**config.mk**
```make
export PLATFORM = sky130hd
export DESIGN_NAME = bank_mmu
export DESIGN_NICKNAME = d
export VERILOG_FILES = /design/src/rtl/bmm_pkg.sv /design/src/rtl/bmm_port_reg.sv /design/src/rtl/bmm_sel_decode.sv /design/src/rtl/bmm_common_detect.sv /design/src/rtl/bank_mmu.sv
export SDC_FILE = /design/constraint.sdc
export NUM_CORES = 1
export LEC_CHECK = 0
export BUFFER_PORTS_ARGS = -buffer_cell sky130_fd_sc_hd__buf_2
export CAP_MARGIN = 20
export CORE_MARGIN = 2
export CORE_UTILIZATION = 32
export DETAILED_ROUTE_END_ITERATION = 10
export GPL_TIMING_DRIVEN = 0
export PLACE_DENSITY_LB_ADDON = 0.12
export SYNTH_ARGS = -nofsm -noshare
export SYNTH_HDL_FRONTEND = slang
export SYNTH_SLANG_ARGS = --single-unit
```
**constraint.sdc**
```tcl
create_clock -name clk -period 1.3 [get_ports clk]
set_clock_uncertainty 0.05 [all_clocks]
set_input_delay 0.065 -clock clk [delete_from_list [all_inputs] [get_ports clk]]
set_output_delay 0.065 -clock clk [all_outputs]
set_load 0.01 [all_outputs]
```
**src/rtl/bmm_pkg.sv**
```systemverilog
package bmm_pkg;

   // decode style of the bank register
   typedef enum logic {
      DEC_ONEHOT  = 1'b0,
      DEC_ENCODED = 1'b1
   } dec_mode_e;

   // true when more than one bit of a value is set
   function automatic logic multi_hot(input logic [31:0] v);
      return (v & (v - 32'd1)) != 32'd0;
   endfunction

endpackage

```
**src/rtl/bmm_port_reg.sv**
```systemverilog
module bmm_port_reg
   import bmm_pkg::*;
#(
   parameter int PORT_W = 8,
   parameter int DATA_W = 8,
   parameter int SEL_W  = 4
) (
   input  logic              clk,
   input  logic              rst_n,
   input  logic              io_wr,
   input  logic [PORT_W-1:0] io_port,
   input  logic [DATA_W-1:0] io_data,
   input  logic [PORT_W-1:0] cfg_port,
   input  dec_mode_e         mode,
   output logic [SEL_W-1:0]  sel_q,
   output logic              boot_q,
   output logic              bad_q
);

   logic             hit;
   logic [SEL_W-1:0] nib;
   logic             reject;

   assign hit    = io_wr && (io_port == cfg_port);
   assign nib    = io_data[SEL_W-1:0];
   assign reject = (mode == DEC_ONEHOT) && multi_hot(32'(nib));

   always_ff @(posedge clk or negedge rst_n) begin
      if (!rst_n) begin
         sel_q  <= '0;
         boot_q <= 1'b1;
         bad_q  <= 1'b0;
      end else if (hit) begin
         boot_q <= 1'b0;
         bad_q  <= reject;
         if (!reject) sel_q <= nib;
      end
   end

endmodule

```
**src/rtl/bmm_sel_decode.sv**
```systemverilog
module bmm_sel_decode
   import bmm_pkg::*;
#(
   parameter int SEL_W  = 4,
   parameter int BANK_W = 4
) (
   input  logic [SEL_W-1:0]  sel,
   input  dec_mode_e         mode,
   output logic [BANK_W-1:0] bank
);

   logic [BANK_W-1:0] enc_bank;
   logic [BANK_W-1:0] hot_bank;

   // binary decode: zero extend when the bank field is wider
   if (BANK_W > SEL_W) begin : g_ext
      assign enc_bank = {{(BANK_W-SEL_W){1'b0}}, sel};
   end else begin : g_same
      assign enc_bank = sel[BANK_W-1:0];
   end

   // one-hot decode: lowest set bit n gives bank n+1
   logic [BANK_W-1:0] cand [SEL_W+1];
   assign cand[SEL_W] = '0;
   for (genvar i = SEL_W - 1; i >= 0; i--) begin : g_hot
      assign cand[i] = sel[i] ? BANK_W'(i + 1) : cand[i+1];
   end
   assign hot_bank = cand[0];

   assign bank = (mode == DEC_ENCODED) ? enc_bank : hot_bank;

endmodule

```
**src/rtl/bmm_common_detect.sv**
```systemverilog
module bmm_common_detect #(
   parameter int ADDR_W = 16,
   parameter int SEG_W  = 3,
   parameter int CS_W   = 2
) (
   input  logic [ADDR_W-1:0] addr,
   input  logic [CS_W-1:0]   size_code,
   output logic              in_common
);

   localparam int NSEG = 1 << SEG_W;

   logic [SEG_W-1:0] seg;
   logic [SEG_W:0]   floor_seg;

   assign seg       = addr[ADDR_W-1 -: SEG_W];
   // first segment of the shared region: NSEG - (code + 1)
   assign floor_seg = (SEG_W+1)'(NSEG) - (SEG_W+1)'(size_code) - (SEG_W+1)'(1);
   assign in_common = {1'b0, seg} >= floor_seg;

endmodule

```
**src/rtl/bank_mmu.sv**
```systemverilog
module bank_mmu
   import bmm_pkg::*;
#(
   parameter int ADDR_W = 16,
   parameter int PORT_W = 8,
   parameter int DATA_W = 8,
   parameter int SEL_W  = 4,
   parameter int BANK_W = 4,
   parameter int SEG_W  = 3,
   parameter int CS_W   = 2
) (
   input  logic              clk,
   input  logic              rst_n,
   input  logic              io_wr,
   input  logic [PORT_W-1:0] io_port,
   input  logic [DATA_W-1:0] io_data,
   input  logic [PORT_W-1:0] cfg_port,
   input  logic              cfg_encoded,
   input  logic [CS_W-1:0]   cfg_common,
   input  logic [ADDR_W-1:0] cpu_addr,
   output logic [BANK_W-1:0] phys_bank,
   output logic              rom_bank,
   output logic              sel_invalid
);

   // elaboration-time parameter checks
   if (SEL_W > DATA_W) begin : g_bad_data
      $error("bank_mmu: SEL_W exceeds DATA_W");
   end
   if (SEL_W > BANK_W) begin : g_bad_bank
      $error("bank_mmu: encoded selection does not fit BANK_W");
   end
   if (SEG_W >= ADDR_W) begin : g_bad_seg
      $error("bank_mmu: SEG_W must be below ADDR_W");
   end
   if ((1 << CS_W) > (1 << SEG_W)) begin : g_bad_cs
      $error("bank_mmu: common size code exceeds segment count");
   end

   dec_mode_e         mode;
   logic [SEL_W-1:0]  sel_q;
   logic              boot_q;
   logic              bad_q;
   logic [BANK_W-1:0] sel_bank;
   logic              in_common;

   assign mode = cfg_encoded ? DEC_ENCODED : DEC_ONEHOT;

   bmm_port_reg #(
      .PORT_W(PORT_W), .DATA_W(DATA_W), .SEL_W(SEL_W)
   ) u_reg (
      .clk     (clk),
      .rst_n   (rst_n),
      .io_wr   (io_wr),
      .io_port (io_port),
      .io_data (io_data),
      .cfg_port(cfg_port),
      .mode    (mode),
      .sel_q   (sel_q),
      .boot_q  (boot_q),
      .bad_q   (bad_q)
   );

   bmm_sel_decode #(
      .SEL_W(SEL_W), .BANK_W(BANK_W)
   ) u_dec (
      .sel (sel_q),
      .mode(mode),
      .bank(sel_bank)
   );

   bmm_common_detect #(
      .ADDR_W(ADDR_W), .SEG_W(SEG_W), .CS_W(CS_W)
   ) u_common (
      .addr     (cpu_addr),
      .size_code(cfg_common),
      .in_common(in_common)
   );

   assign phys_bank   = (boot_q || in_common) ? '0 : sel_bank;
   assign rom_bank    = boot_q;
   assign sel_invalid = bad_q;

endmodule

```
* Word level (Yosys, flattened, before mapping)
Index checks and enable logic that the tools add are counted.
Word-level totals: flip-flop bits (word level) 6, bits in latches 0, RAM bits 0, ROM bits 0, input bits 46, output and inout bits 6, memories kept 0
Cells by class: add/subtract/negate cells 3, multiply operators 0, div/mod/pow operators 0, $lt $le $gt $ge 1, equality and inequality tests 1, shift operators 0, muxes and demuxes 7, bitwise operators 3, reductions and logical operators 5
Operator list (count):
- $and A4 B32 Y32 | 1
- $reduce_bool A32 Y1 | 1
- $mux W4 | 5
- $eq A8 B8 Y1 | 1
- $sub A4 B1 Y5 const B | 1
- $ge A3 B4 Y1 | 1
- $sub A4 B1 Y4 const B | 1
- $sub A4 B2 Y4 const A | 1
- $mux W3 | 1
- $logic_and A1 B1 Y1 | 2
- $not A1 Y1 | 2
- $reduce_and A2 Y1 | 1
- $logic_or A1 B1 Y1 | 1
- $mux W1 | 1

* Depth between registers and ports, before layout
Gate-level depths: netlist of the first run.
word-level depth 6, mapped depth 6, gate-level depth less buffers 6

* By module
Synthesis of the first run repeated with hierarchy kept, for this count alone.
Unflattened totals: cell total of the unflattened synthesis 48, area total of the unflattened synthesis 475.5 µm²
By module, submodules not included:
- bmm_port_reg | times used 1, cells an instance 29, area each 344.1 µm², sequential area each 151.4 µm²
- bmm_sel_decode | times used 1, cells an instance 8, area each 55.1 µm², sequential area each 0.0 µm²
- bmm_common_detect | times used 1, cells an instance 7, area each 46.3 µm², sequential area each 0.0 µm²
- bank_mmu | times used 1, cells an instance 4, area each 30.0 µm², sequential area each 0.0 µm²

* Least setup slack after synthesis of the first run
No wires, ideal clock.
kind in2out, start in cfg_common[0], end out phys_bank[1], data arrival time 1200 ps, data required time 1185 ps, setup slack -15 ps, cell stages on the path 6, cells stage by stage inv_1 -> ha_1 -> nand2b_1 -> a21o_1 -> a21o_1 -> a211oi_1
Between the ends: longest elaborated chain between the ends 5
RTL lines:
- start, declared | line bank_mmu.sv:19 | input logic [CS_W-1:0] cfg_common,
- $sub A4 B2 Y4 | line bmm_common_detect.sv:18 | assign floor_seg = (SEG_W+1)'(NSEG) - (SEG_W+1)'(size_code) - (SEG_W+1)'(1);
- $sub A4 B1 Y4 | line bmm_common_detect.sv:18
- $ge A3 B4 Y1 | line bmm_common_detect.sv:19 | assign in_common = {1'b0, seg} >= floor_seg;
- $logic_or A1 B1 Y1 | line bank_mmu.sv:80 | assign phys_bank = (boot_q || in_common) ? '0 : sel_bank;
- $mux W4 | line bank_mmu.sv:80
- end, declared | line bank_mmu.sv:21 | output logic [BANK_W-1:0] phys_bank,
No other way between the ends.

* Worst setup path after layout of the first run
start reg u_reg.sel_q[0], end out phys_bank[2]
Between the ends: longest elaborated chain between the ends 3
RTL lines:
- start, declared | line bmm_port_reg.sv:15 | output logic [SEL_W-1:0] sel_q,
- start signal, assigned | line bmm_port_reg.sv:36 | if (!reject) sel_q <= nib;
- $mux W4 | line bmm_sel_decode.sv:26 | assign cand[i] = sel[i] ? BANK_W'(i + 1) : cand[i+1];
- $mux W4 | line bmm_sel_decode.sv:30 | assign bank = (mode == DEC_ENCODED) ? enc_bank : hot_bank;
- $mux W4 | line bank_mmu.sv:80
No other way between the ends.

==> results of run 1 <==
-- routing by layer --
metal	global-route usage	routed length, microns	up-vias
li1	-	-	249
met1	0.142	435	220
met2	0.209	567	21
met3	0.0652	70	2
met4	0.0387	6	0
met5	0	0	-
-- timing repair --
action / 4_1_cts / 5_1_grt
pin swaps: 6 / 4
hold endpoints to repair: 6 / 0
gates resized for setup: 6 / 5
buffers inserted: 3 / 0
hold buffers: 1 / 0
setup endpoints to repair: 4 / 5
-- final timing paths --
path                                                 start                          to  slack, ps
worst min register to register    u_reg.boot_q$_DFFE_PN1P_    u_reg.boot_q$_DFFE_PN1P_        450
min in group asynchronous                            rst_n  u_reg.sel_q[3]$_DFFE_PN0P_        120
max in group asynchronous                            rst_n    u_reg.boot_q$_DFFE_PN1P_        860
worst max-delay path            u_reg.sel_q[0]$_DFFE_PN0P_                phys_bank[2]        -30
worst min-delay path                            io_data[1]  u_reg.sel_q[1]$_DFFE_PN0P_         30
worst max register to register  u_reg.sel_q[2]$_DFFE_PN0P_  u_reg.sel_q[2]$_DFFE_PN0P_        320
-- cell usage in the layout (no fill, tap or decap) --
master and instances:
nor3_1 1, nand2b_4 1, or3_1 1, inv_2 1, buf_6 2, buf_4 3, and2_1 1, nand3_1 1
dfrtp_1 4, inv_4 1, nand4_1 1, nor4_4 1, nor2_1 3, a211oi_1 2, a21oi_1 4, a21o_1 2
nor2_2 1, buf_2 32, mux2_2 4, nor4bb_4 1, dfstp_2 1, xnor2_1 8, nand2_1 2, inv_1 2
dlygate4sd3_1 1, dfrtp_2 1, clkbuf_1 1, a211oi_2 1, clkbuf_4 3, ha_1 1, ha_4 1
-- layout make-up --
class | instances | area share
Clock buffer | 4 | 0.0346
Inverter | 4 | 0.0231
Multi-Input combinational cell | 37 | 0.433
Sequential cell | 6 | 0.201
Tap cell | 15 | 0.0247
Timing Repair Buffer | 38 | 0.283
-- stage by stage --
stage	util	cell area [sq um]	power [uW]
finish	0.576	759	574
global route	0.576	759	614
CTS	0.552	727	568
detailed placement	0.491	647	355
global placement	0.491	647	353
floorplan	-	458	284
-- cells by family after synthesis --
kind of cell	Yosys count	synth area share
simple gates	14	0.196
compound gates	9	0.127
xor+xnor	8	0.155
flops	6	0.334
buf+inv	4	0.0331
mux	4	0.0994
fa+ha+maj	2	0.0552
-- where the power goes --
part	internal [uW]	leakage, uW	switching, uW
combinational	102	0.000297	74.1
clock	117	0.0000150	73.2
sequential	199	0.0000732	9.69
total	417	0.000385	157
-- sequential cells by signal, summed over array words and instances (netlist names) --
signal and cells:
u_reg.boot_q 1, u_reg.sel_q 4, u_reg.bad_q 1
==> run metrics, run 1 <==
run status finished, violations left; violated checks setup timing; global-route usage over all layers 0.127; sequential element share of the synthesized area 0.334; vias in the first global route a little over 400; min-delay worst type input pin to flop; cell at the slowest stage of the critical path dfrtp_2; mean routed wirelength per cell 10.4 microns; shortest clock period the worst path allows after layout 1330 ps; Peak Freq 751 MHz; final weighted congestion in routability-driven placement 0.717; Final ANT Viol Nets 0; maximum vdd ir drop 0.000621 V; largest buffer count on any clock path 2; number of enable-type register cells in the synthesized netlist 0; worst slack at placement -203 ps; setup repair after global routing missed its margin yes; # IOs 52; fill count about 130; most frequently used flop master after synthesis dfrtp_1; netlist area before placement around 450 sq um; fraction of synthesized cell area taken by the top area cell type 0.276; type of the worst setup path flop to output port; top post-synthesis cells by count xnor2_1, dfrtp_1; Post-synth ARST share 1.00; via/cell ratio 4.73; first-pass GRT wire length 1680 microns; data arrival time of the worst path roughly 1200 ps; fraction of final layout cells with drive strength greater than 1 0.607; area of the die 1730 sq um; horizontal die dimension 41.6 microns; total grt overflow 0; starting utilization of the core area 0.344; # Max-Cap Violations 0; WP depth 4; Net Count, Synth 95; WP data required 1190 ps; number of nets in the final layout 138; cells on worst reg2reg path 2; setup ws final -31.8 ps; register cell area after layout 153 sq um; DRC viols 0; Post-Synthesis Mean Instance Area 9.64 sq um; maximum number of pins on one net before global-route repair 7; number of synthesized register bits 6; combined area of the multi-input logic cells ~330 sq um; Final Slew Violations 0; drt pass-1 iters 4; sequence of cells on the critical path nor4bb_4 > a21oi_1 > nor2_1 > buf_2; standard cell core area 1320 sq um; row count 13; cell count after synthesis 47; clock input transition at the sequential cells of the worst setup and hold paths 50 ps; Synth warnings 0; number of placed instances with taps included 96; Post-Route Hold Slack 27.7 ps; number of sinks on the clock net 6; most area-hungry cell type in the Yosys netlist dfrtp_1; largest fanout on the critical path 4; startpoint kind of the worst setup timing path flop; Worst Max-Slew Pin Slew 386 ps; worst slew slack as a fraction of its limit 0.741; vertical die dimension 41.6 microns; setup TNS after final layout -53.4 ps; count of buffers inserted at the top-level ports 34; Diodes inserted 0; cell type group with the largest total delay on the critical path flip-flops; synth unique cells 19; Hold Vio Cnt, Final 0; leakage around 0.00039 uW; root cell of the clock tree clkbuf_4; worst stage delay on the critical path 440 ps; number of buffer and inverter stages on the critical path 1; antenna violations before repair 0; TritonCTS clock tree yes; Clk Latency, worst-skew pair 250 ps; kind of end point of the critical path output port; via count 492; top area cells in the synthesized netlist dfrtp_1, xnor2_1, mux2_2; area overhead of the layout relative to synthesis 67.7%; fin cells 104; final critical-path share of the clock period 1.02; first-iteration detailed-routing DRC count 11; depth of the CTS H-tree 1; P per Cell Area 756 nW/um^2; cell depth of the worst min-delay path 2; clock buffer count from CTS 3; most common cell in the netlist xnor2_1; Total Routed Length 1080 microns; final setup violating endpoints 2
(Power assumes the default switching activity.)
==> run 2, diff against run 1 <==
CORE_UTILIZATION = 34   (was 32)
clock period = 1.66 ns   (was 1.3 ns; I/O delays follow)
==> run metrics, run 2 (synthesis results as in run 1) <==
via/cell ratio 4.68 (-1.0%); largest buffer count on any clock path 2 (unchanged); # Max-Cap Violations 0 (unchanged); root cell of the clock tree clkbuf_4; type of the worst setup path input pin to output port; largest fanout on the critical path 4 (unchanged); count of buffers inserted at the top-level ports 34 (unchanged); fraction of final layout cells with drive strength greater than 1 0.500 (-0.107); cells on worst reg2reg path 1 (-1); number of nets in the final layout 135 (-2.2%); vertical die dimension 40.5 microns (-2.7%); DRC viols 0 (unchanged); Worst Max-Slew Pin Slew 375 ps (-10.7 ps); Post-Route Hold Slack 47.8 ps (+20.1 ps); number of sinks on the clock net 6 (unchanged); depth of the CTS H-tree 1 (unchanged); maximum vdd ir drop 0.000347 V (-44%); max reg flops 4 (unchanged); final setup violating endpoints 0 (-2); setup TNS after final layout 0 ps (+53.4 ps); Diodes inserted 0 (unchanged); setup repair after global routing missed its margin no; vias in the first global route 402 (-3.1%); area of the die 1640 sq um (-5.3%); sequence of cells on the critical path buf_2 > inv_1 > ha_1 > nand2b_1 > a21o_1 > a21o_1 > a211oi_1 > buf_2; worst stage delay on the critical path 260 ps (-180 ps); flop-to-flop setup slack 820 ps (+500 ps); starting utilization of the core area 0.357 (+0.0132); P per Cell Area 626 nW/um^2 (-17%); run status completed; standard cell core area 1270 sq um (-3.7%); min-delay worst type input pin to flop; hold worst-path end u_reg.sel_q[3]$_DFFE_PN0P_; Total Routed Length 947 microns (-12%); clock buffer count from CTS 3 (unchanged); area overhead of the layout relative to synthesis 49.7%; cell depth of the worst min-delay path 2 (unchanged); # IOs 52 (unchanged); total grt overflow 0 (unchanged); maximum number of pins on one net before global-route repair 7 (unchanged); Final Slew Violations 0 (unchanged); origin of the critical flop-to-flop path u_reg.sel_q[2]$_DFFE_PN0P_; Most flops, register u_reg.sel_q; Hold Vio Cnt, Final 0 (unchanged); Peak Freq 683 MHz; HP Start io_data[3]; row count 13 (unchanged); WP data required 1530 ps (+340 ps); via count 473 (-3.9%); leading cell type in the layout, fill and taps excluded buf_2; final weighted congestion in routability-driven placement 0.682 (-4.9%); leakage 0.000363 uW (-5.9%); final critical-path share of the clock period 0.882; clock input transition at the sequential cells of the worst setup and hold paths 50 ps (about the same); TritonCTS clock tree yes; global-route usage over all layers 0.143 (+0.0160); sum of net half-perimeters after detailed placement about 840 microns; number of buffer and inverter stages on the critical path 3 (+2); worst slew slack as a fraction of its limit 0.748 (+0.00721); data arrival time of the worst path 1330 ps (+110 ps); antenna violations before repair 0 (unchanged); first-pass GRT wire length 1510 microns (-9.8%); cell at the slowest stage of the critical path ha_1; mean routed wirelength per cell 9.38 microns (-9.6%); startpoint kind of the worst setup timing path input pin; cell type group with the largest total delay on the critical path compound AO/OA/AOI/OAI gates; drt pass-1 iters 4 (unchanged); Largest regs u_reg.sel_q x4, u_reg.bad_q x1, u_reg.boot_q x1; setup fix buffers added after clock tree synthesis 0 (-3); Final ANT Viol Nets 0 (unchanged); capture point of the worst reg-to-reg path u_reg.sel_q[2]$_DFFE_PN0P_; kind of end point of the critical path output port; horizontal die dimension 40.5 microns (-2.7%); first-iteration detailed-routing DRC count 2 (-9); leading cell types in the layout, fill and taps excluded buf_2, xnor2_1, dfrtp_1; Clk Latency, worst-skew pair 240 ps (about the same); shortest clock period the worst path allows after layout 1460 ps
## run 2: cell count changes in the layout (fill, tap and decap cells not counted), sizes merged
cell	delta
buf	-3
## run 2: worst max path at each step
stage / slack [ps] / cells after the start / start / to
final: 200 / 8 / cfg_common[0] / phys_bank[1]
after global routing: 90 / 5 / u_reg.sel_q[1]$_DFFE_PN0P_ / phys_bank[2]
after CTS: 180 / 5 / u_reg.sel_q[1]$_DFFE_PN0P_ / phys_bank[2]
after detailed placement: 130 / 5 / io_data[3] / u_reg.sel_q[1]$_DFFE_PN0P_
after global placement: 150 / 5 / io_data[2] / u_reg.sel_q[1]$_DFFE_PN0P_
after floorplan: 310 / 6 / cfg_common[0] / phys_bank[1]
## run 2: layer usage
| metal | global-route usage | wire [microns] | up-vias |
|---|---|---|---|
| met2 | 0.234 | 449 | 26 |
| met1 | 0.162 | 402 | 201 |
| met5 | 0 | 0 | - |
| met4 | 0.0750 | 7 | 0 |
| met3 | 0.0500 | 87 | 2 |
| li1 | - | - | 244 |
## run 2: timing repair
action | CTS | global route
hold buffers | 1 | 0
resized for setup | 0 | 0
hold endpoints to repair | 6 | 0
## run 2: per-stage QoR
step           std cells  setup slack (ps)  cell area (sq um)   util  power (uW)
2_1_floorplan         47               309                453      -         221
3_3_place_gp          96               146                642  0.506         274
3_5_place_dp          96               132                642  0.506         277
4_1_cts              101               176                678  0.535         432
5_1_grt              101              85.7                678  0.535         454
6_report             101               196                678  0.535         424
## run 2: power by group
part	total (uW)	internal [uW]	switching (uW)
clock network	150	91.4	58.5
registers	163	156	6.95
logic	112	62.6	49.3
total	424	310	115
## run 2: layout make-up
cell class                 count  area [sq um]
fill                         120           591
sequential                     6           151
timing repair buffer          35           180
multi-input combinational     37           287
clock buffer                   4          26.3
tap                           15          18.8
inverter                       4          15.0
==> run 3, diff against run 2 <==
CORE_MARGIN = 4   (was 2)
==> run metrics, run 3 (synthesis results as in run 1) <==
run status completed; final weighted congestion in routability-driven placement 0.677 (-0.76%); sequence of cells on the critical path buf_2 > inv_1 > ha_1 > nand2b_1 > a21o_1 > a21o_1 > a211oi_1 > buf_2; combined area of the multi-input logic cells 287 sq um (unchanged); kind of end point of the critical path output port; internal power 309 uW (about the same); cts-stage hold buffer count 1 (unchanged); Clk Latency, worst-skew pair 240 ps (about the same); cell type group with the largest total delay on the critical path compound AO/OA/AOI/OAI gates; area overhead of the layout relative to synthesis 49.4%; max reg flops 4 (unchanged); register cell area after layout 151 sq um (unchanged); setup fix buffers added after clock tree synthesis 0 (unchanged); Total Routed Length 1010 microns (+6.1%); cell at the slowest stage of the critical path ha_1; sequential fraction of design power 0.387 (+0.004); DRC viols 0 (unchanged); final setup violating endpoints 0 (unchanged); area of the die 1980 sq um (+21%); clock buffer count from CTS 3 (unchanged); Peak Freq 683 MHz (about the same); flop-to-flop setup slack 800 ps (-20 ps); WP data required 1530 ps (about the same); setup TNS after final layout 0 ps (unchanged); startpoint kind of the worst setup timing path input pin; depth of the CTS H-tree 1 (unchanged); count of buffers inserted at the top-level ports 34 (unchanged); Switching Power 111 uW (-3.5%); global-route usage over all layers 0.110 (-0.0331); standard cell core area 1190 sq um (-6.5%); Hold Vio Cnt, Final 0 (unchanged); via/cell ratio 4.79 (+2.3%); combinational group share of total power 0.266 (+0.002); largest buffer count on any clock path 2 (unchanged); min-delay worst type input pin to flop; vertical die dimension 44.5 microns (+9.9%); worst slew slack as a fraction of its limit 0.753 (+0.00558); maximum number of pins on one net before global-route repair 7 (unchanged); part of the power in the clock network 0.347 (-0.006); sum of net half-perimeters after detailed placement 870 microns (+3.8%); data arrival time of the worst path 1330 ps (about the same); capture point of the worst reg-to-reg path u_reg.sel_q[2]$_DFFE_PN0P_; setup repair after global routing missed its margin no; leading cell type in the layout, fill and taps excluded buf_2; number of buffer and inverter stages on the critical path 3 (unchanged); # Max-Cap Violations 0 (unchanged); number of gates resized after cts 0 (unchanged); number of nets in the final layout 135 (unchanged); row count 12 (-1); largest fanout on the critical path 4 (unchanged); number of sinks on the clock net 6 (unchanged); P per Cell Area 621 nW/um^2 (-0.81%); shortest clock period the worst path allows after layout 1460 ps (-0.725 ps); first-iteration detailed-routing DRC count 8 (+6); cell depth of the worst min-delay path 2 (unchanged); leakage 0.000363 uW (unchanged); cells on worst reg2reg path 1 (unchanged); # IOs 52 (unchanged); Post-Route Hold Slack 48.1 ps (+0.296 ps); final critical-path share of the clock period 0.881 (about the same); Worst Max-Slew Pin Slew 367 ps (-8.31 ps); mean routed wirelength per cell 10.1 microns (+7.2%); root cell of the clock tree clkbuf_4; vias in the first global route 402 (unchanged); clock input transition at the sequential cells of the worst setup and hold paths 50 ps (about the same); first-pass GRT wire length 1570 microns (+4.1%); switching part of the total 0.264 (-0.00683); Final Slew Violations 0 (unchanged); antenna violations before repair 0 (unchanged); type of the worst setup path input pin to output port; maximum vdd ir drop 0.000432 V (+24%); fill count 117 (-2.5%); drt pass-1 iters 4 (unchanged); worst stage delay on the critical path 260 ps (about the same); HP Start io_data[0]; TritonCTS clock tree yes; leading cell types in the layout, fill and taps excluded buf_2, xnor2_1, dfrtp_1; origin of the critical flop-to-flop path u_reg.sel_q[2]$_DFFE_PN0P_; Largest regs u_reg.sel_q x4, u_reg.bad_q x1, u_reg.boot_q x1; Most flops, register u_reg.sel_q; via count 479 (+1.3%); fraction of final layout cells with drive strength greater than 1 0.500 (unchanged); horizontal die dimension 44.5 microns (+9.9%); starting utilization of the core area 0.382 (+0.0249); Final ANT Viol Nets 0 (unchanged); Diodes inserted 0 (unchanged); total grt overflow 0 (unchanged); hold worst-path end u_reg.sel_q[0]$_DFFE_PN0P_
## run 3: how the worst max path moves through the flow
stage                   from                          to  slack, ps  cells past startpoint
2_1_floorplan  cfg_common[0]                phys_bank[1]        310                      6
6_report       cfg_common[0]                phys_bank[1]        200                      8
3_5_place_dp      io_data[3]  u_reg.sel_q[2]$_DFFE_PN0P_        150                      5
4_1_cts        cfg_common[0]                phys_bank[1]        190                      8
3_3_place_gp      io_data[3]  u_reg.sel_q[3]$_DFFE_PN0P_        160                      5
5_1_grt        cfg_common[0]                phys_bank[1]         90                      8
## run 3: routing by layer
metal  GRT usage  routed length [microns]  vias up
met4      0.0181                        0        0
li1            -                        -      245
met1       0.127                      387      204
met5           0                        0        -
met2       0.169                      449       30
met3      0.0772                      168        0
## run 3: area by class of cell
| cell class | count | area share |
|---|---|---|
| clock buffer | 4 | 0.0388 |
| inverter | 4 | 0.0222 |
| multi-input combinational | 37 | 0.423 |
| sequential | 6 | 0.224 |
| tap | 14 | 0.0259 |
| timing repair buffer | 35 | 0.266 |
## run 3: metrics by stage
| step | cells | setup WS (ps) | cell area (sq um) | total power (uW) | utilization |
|---|---|---|---|---|---|
| floorplan | 47 | 309 | 453 | 221 | - |
| global placement | 95 | 156 | 641 | 274 | 0.540 |
| detailed placement | 95 | 151 | 641 | 276 | 0.540 |
| CTS | 100 | 188 | 677 | 431 | 0.571 |
| global route | 100 | 89.0 | 677 | 459 | 0.571 |
| finish | 100 | 197 | 677 | 420 | 0.571 |
## run 3: power by group through the flow
| stage | Sequential [uW] | Combinational, uW | Clock, uW |
|---|---|---|---|
| final | 163 | 112 | 146 |
| after global routing | 164 | 126 | 169 |
| after CTS | 163 | 113 | 155 |
| after detailed placement | 165 | 111 | 0 |
| after global placement | 165 | 110 | 0 |
| after floorplan | 165 | 55.9 | 0 |
